--- config.mk ---
export PLATFORM = sky130hd
export DESIGN_NAME = dskc_host_regs
export DESIGN_NICKNAME = d
export VERILOG_FILES = /design/src/rtl/dskc_host_regs.sv
export SDC_FILE = /design/constraint.sdc
export NUM_CORES = 1
export LEC_CHECK = 0
export CORE_MARGIN = 4
export CORE_UTILIZATION = 40
export DETAILED_ROUTE_END_ITERATION = 10
export PLACE_DENSITY = 0.83
export SLEW_MARGIN = 20
export SYNTH_ARGS = -nofsm -noshare
export SYNTH_HDL_FRONTEND = slang
export SYNTH_SLANG_ARGS = --single-unit
--- constraint.sdc ---
create_clock -name clk -period 3 [get_ports clk]
set_input_delay 0.75 -clock clk [delete_from_list [all_inputs] [get_ports clk]]
set_output_delay 0.75 -clock clk [all_outputs]
set_load 0.01 [all_outputs]
--- src/rtl/dskc_host_regs.sv ---
module dskc_host_regs #(
  parameter int AW = 3,
  parameter int DW = 8
) (
  input  logic          clk,
  input  logic          rst_n,
  input  logic [AW-1:0] bus_addr,
  input  logic          bus_wr,
  input  logic [DW-1:0] bus_wdata,
  output logic [DW-1:0] bus_rdata,
  output logic [2*DW-1:0] blk_ptr,
  output logic [2*DW-1:0] blk_reloc,
  output logic          addr24,
  output logic          seq_start,
  output logic          seq_rst,
  output logic          attn_hold,
  input  logic          seq_done,
  input  logic          seq_cmd_irq,
  input  logic          seq_err,
  input  logic          seq_derr,
  input  logic          seq_safe,
  input  logic          drive_rdy,
  output logic          irq
);
  localparam logic [AW-1:0] OFS_RLO = AW'(0);
  localparam logic [AW-1:0] OFS_RHI = AW'(1);
  localparam logic [AW-1:0] OFS_PLO = AW'(2);
  localparam logic [AW-1:0] OFS_PHI = AW'(3);
  localparam logic [AW-1:0] OFS_UPD = AW'(4);
  localparam logic [AW-1:0] OFS_CSR = AW'(5);

  logic [DW-1:0] rlo_q, rhi_q, plo_q, phi_q;
  logic busy_q, err_q, derr_q, ipnd_q, a24_q, areq_q, aack_q;
  logic start_q, rst_q;

  logic csr_wr, upd_wr, go_ok;
  assign csr_wr = bus_wr && (bus_addr == OFS_CSR);
  assign upd_wr = bus_wr && (bus_addr == OFS_UPD);
  assign go_ok  = csr_wr && bus_wdata[7] && !busy_q;

  always_ff @(posedge clk) begin
    if (!rst_n) begin
      rlo_q <= '0; rhi_q <= '0; plo_q <= '0; phi_q <= '0;
    end else if (bus_wr) begin
      case (bus_addr)
        OFS_RLO: rlo_q <= bus_wdata;
        OFS_RHI: rhi_q <= bus_wdata;
        OFS_PLO: plo_q <= bus_wdata;
        OFS_PHI: phi_q <= bus_wdata;
        default: ;
      endcase
    end
  end

  always_ff @(posedge clk) begin
    if (!rst_n) begin
      busy_q <= 1'b0; err_q <= 1'b0; derr_q <= 1'b0; ipnd_q <= 1'b0;
      a24_q <= 1'b0; areq_q <= 1'b0; aack_q <= 1'b0;
      start_q <= 1'b0; rst_q <= 1'b0;
    end else begin
      start_q <= go_ok;
      rst_q   <= upd_wr;
      if (csr_wr) begin
        a24_q  <= bus_wdata[3];
        areq_q <= bus_wdata[2];
      end
      if (upd_wr) begin
        busy_q <= 1'b0; err_q <= 1'b0; derr_q <= 1'b0;
        ipnd_q <= 1'b0; aack_q <= 1'b0;
      end else begin
        if (go_ok)         busy_q <= 1'b1;
        else if (seq_done) busy_q <= 1'b0;
        err_q  <= go_ok ? 1'b0 : (err_q  | seq_err);
        derr_q <= go_ok ? 1'b0 : (derr_q | seq_derr);
        if (seq_cmd_irq)                  ipnd_q <= 1'b1;
        else if (csr_wr && bus_wdata[4])  ipnd_q <= 1'b0;
        aack_q <= areq_q && (aack_q || (seq_safe && busy_q));
      end
    end
  end

  logic [DW-1:0] csr;
  assign csr = {busy_q, err_q, derr_q, ipnd_q, a24_q, areq_q, aack_q, drive_rdy};

  always_comb begin
    case (bus_addr)
      OFS_RLO: bus_rdata = rlo_q;
      OFS_RHI: bus_rdata = rhi_q;
      OFS_PLO: bus_rdata = plo_q;
      OFS_PHI: bus_rdata = phi_q;
      OFS_CSR: bus_rdata = csr;
      default: bus_rdata = '0;
    endcase
  end

  assign blk_reloc = {rhi_q, rlo_q};
  assign blk_ptr   = {phi_q, plo_q};
  assign addr24    = a24_q;
  assign seq_start = start_q;
  assign seq_rst   = rst_q;
  assign attn_hold = aack_q;
  assign irq       = ipnd_q;
endmodule


==> reports/qor.csv, run 1 <==
stage;metric;value;unit
yosys;Main synth FF type;dfxtp_1;
sta;final hold vios;0;
worst_setup_path;CP dominant cell by count;dlygate4sd2_1;
sta;post-route clock period utilization;0.9579;
detailed_routing;Vias;1757;
yosys;Async S/R FF share, synth;0;
yosys;Synth cell types;28;
sta;Worst Clk Skew;0.0004169;ns
layout;share of layout cells above drive strength 1;0.09353;
layout;footprint of the multi-input gates;996.0;um2
sta;worst-margin pin slew;0.5473;ns
die;die area;5884;um2
grt;grt total ovfl;0;
sta;Max Freq;0.3480;GHz
worst_setup_path;crit path max fanout;9;
yosys;post-synthesis instance area;1888;um2
worst_setup_path;Crit path arrival time;2.12;ns
place;Post-DP HPWL;3782;um
yosys;number of synthesized register bits;41;
die;initial core utilization;0.4220;
layout;FF/Latch Area;820.8;um2
sta;RSZ-0062 raised after global routing;no;
layout;Ant. Diodes;0;
yosys;post-synthesis instance total;206;
sta;hold slack;0.4734;ns
layout;Post-Layout Cell Count;330;
yosys;post-synthesis sequential area ratio;0.4347;
yosys;post-synth net total;226;
sta;final setup fails;0;
detailed_routing;drc violations;0;
clock_tree;clk root buf;clkbuf_8;
run;total of max-cap violations;0;
pwr;peak supply drop;0.0002920;V
detailed_routing;drt pass-1 iters;4;
yosys;top cell type by total area after synthesis;dfxtp_1;
clock_tree;clock slew at reported path FFs;0.07;ns
die;row count;24;
clock_tree;cts hold-fix bufs;0;
detailed_routing;total wire length;5245;um
place;routability cong.;0.8262;
yosys;number of synthesized flops with an enable pin;0;
grt;vias in the first global route;1785;
pwr;Leak;1.132;nW
worst_setup_path;Critical Path RT;2.25;ns
layout;fill count;381;
grt;antenna violations before repair;0;
worst_setup_path;CP Class;in -> out;
die;die height;76.71;um
worst_hold_path;Hold Path Class;reg -> reg;
yosys;top-area cell type share of the netlist area;0.4347;
place;port buffer count;64;
grt;first-pass GRT wire length;8804;um
place;placed cell count;321;
worst_setup_path;CP max stage delay;0.35;ns
clock_tree;CTS H-Tree Depth;2;
die;Core ar.;4474;um2
worst_setup_path;CP max stage cell;dlygate4sd2_1;
layout;Area Growth Syn to Fin;46.19;%
yosys;Yosys warning total;0;
grt;largest net degree at the start of global routing;23;
yosys;top cells by count, synth;dfxtp_1 (41), mux2i_1 (34), nand2_1 (34);
layout;nets@finish;297;
clock_tree;TritonCTS clock tree;done;
clock_tree;CTS buffer count;5;
worst_setup_path;worst-path cell chain;dlygate4sd2_1 -> bufbuf_16 -> mux2i_1 -> nor3_1 -> a21o_1 -> dlygate4sd2_1;
detailed_routing;vias per cell;5.324;
grt;Global Route Usage Sum;0.1861;
pwr;power density over the cells;386.4;nW/um2
clock_tree;clk buf depth;2;
die;Ports;65;
clock_tree;Clock Latency Late Sink;0.29;ns
clock_tree;clock sink count;41;
sta;time the worst path needs with I/O delays and setup;2.874;ns
outcome;outcome;complete, no violations;
yosys;Synth Area per Inst;9.165;um2
worst_setup_path;critical path startpoint category;input pin;
detailed_routing;post-route antenna net violation count;0;
detailed_routing;1st-iter DRT viols;92;
detailed_routing;WL/cell;15.89;um
yosys;dominant cells by area after synthesis;dfxtp_1 (43%), mux2i_1 (18%), nand2_1 (6.8%);
worst_setup_path;CP Capture Type;primary output;
sta;Max-slew headroom;0.6351;
sta;Final Max Tran Viols;0;
die;die width;76.71;um
yosys;top-count cell post-synth;dfxtp_1;
## per-stage QoR
step	total power, mW	worst slack (ns)	utilization	TNS [ns]	cell area, um2
finish	1.066	0.1262	0.6169	0	2760
global route	1.105	0.04422	0.6169	0	2760
CTS	1.075	-0.09950	0.6141	-0.09950	2748
detailed placement	0.7385	-0.1595	0.5909	-1.161	2644
global placement	0.7362	-0.1440	0.5909	-1.064	2644
floorplan	0.6516	0.6345	-	0	1888
## flip-flops by register name, indices dropped and copies added (netlist names)
signal     cells
irq            1
attn_hold      1
derr_q         1
rlo_q          8
busy_q         1
seq_rst        1
areq_q         1
err_q          1
rhi_q          8
phi_q          8
addr24         1
plo_q          8
seq_start      1
## cell usage in the layout, fill, tap and decap left out, types with 2 or more instances in the layout
cell / synthesis / final
a21oi_1: 17 / 17
nand2_1: 34 / 34
dfxtp_1: 41 / 41
clkbuf_8: 0 / 5
dlygate4sd2_1: 0 / 9
buf_4: 2 / 12
o2bb2ai_1: 6 / 6
mux2i_1: 34 / 34
clkdlybuf4s50_1: 0 / 54
buf_12: 0 / 2
nor3b_1: 3 / 3
a21o_1: 7 / 7
nor3_1: 11 / 10
clkbuf_1: 5 / 3
nor2_1: 22 / 22
## layout make-up
class,instances,area share
Sequential cell,41,0.2974
Tap cell,52,0.02357
Multi-Input combinational cell,149,0.3608
Clock buffer,8,0.02901
Timing Repair Buffer,79,0.2879
Inverter,1,0.001360
## worst max-delay path: cells and delay by family
kind	cells	cell delay, ns
buf+inv	3	0.96
mux	1	0.18
compound gates	1	0.16
simple gates	1	0.06
## power breakdown
group	leakage, nW	internal, mW	switching, mW	total (mW)
Sequential	0.333	0.558	0.0109	0.569
Combinational	0.760	0.0881	0.0744	0.163
Clock	0.0395	0.165	0.170	0.335
## cells by family (layout without fill, tap and decap cells)
logic type,Yosys count,after routing,synth area share
buf+inv,16,88,0.04771
compound gates,33,33,0.1146
simple gates,82,82,0.2227
mux,34,34,0.1803
flops,41,41,0.4347
## layer usage
layer | vias to the layer above | global-route usage | part of all wire
met5 | - | 0 | 0
li1 | 859 | - | -
met3 | 9 | 0.04801 | 0.061
met2 | 61 | 0.3110 | 0.49
met1 | 828 | 0.2326 | 0.43
met4 | 0 | 0.06159 | 0.017
## what timing repair did
action,4_1_cts,5_1_grt
gates cloned,1,0
setup endpoints to repair,8,1
setup buffers,0,0
pin swaps,0,0
resized for setup,10,3
## final timing paths
| path | startpoint | to | slack [ns] | depth (start not counted) |
|---|---|---|---|---|
| setup / recovery | bus_addr[1] | bus_rdata[2] | 0.13 | 6 |
| hold reg to reg | phi_q[7] | phi_q[7] | 0.47 | 2 |
| setup reg to reg | busy_q | busy_q | 2.14 | 2 |
| hold / removal | phi_q[7] | phi_q[7] | 0.47 | 2 |
Power figures use the tool's default switching activity.
==> inputs of run 2 (changes only) <==
--- a/config.mk
+++ b/config.mk
@@ -5,6 +5,7 @@
 export SDC_FILE = /design/constraint.sdc
 export NUM_CORES = 1
 export LEC_CHECK = 0
+export CAP_MARGIN = 20
 export CORE_MARGIN = 4
 export CORE_UTILIZATION = 40
 export DETAILED_ROUTE_END_ITERATION = 10
==> results of run 2 <==
The final DEF is identical to that of run 1; final timing and power are the same.
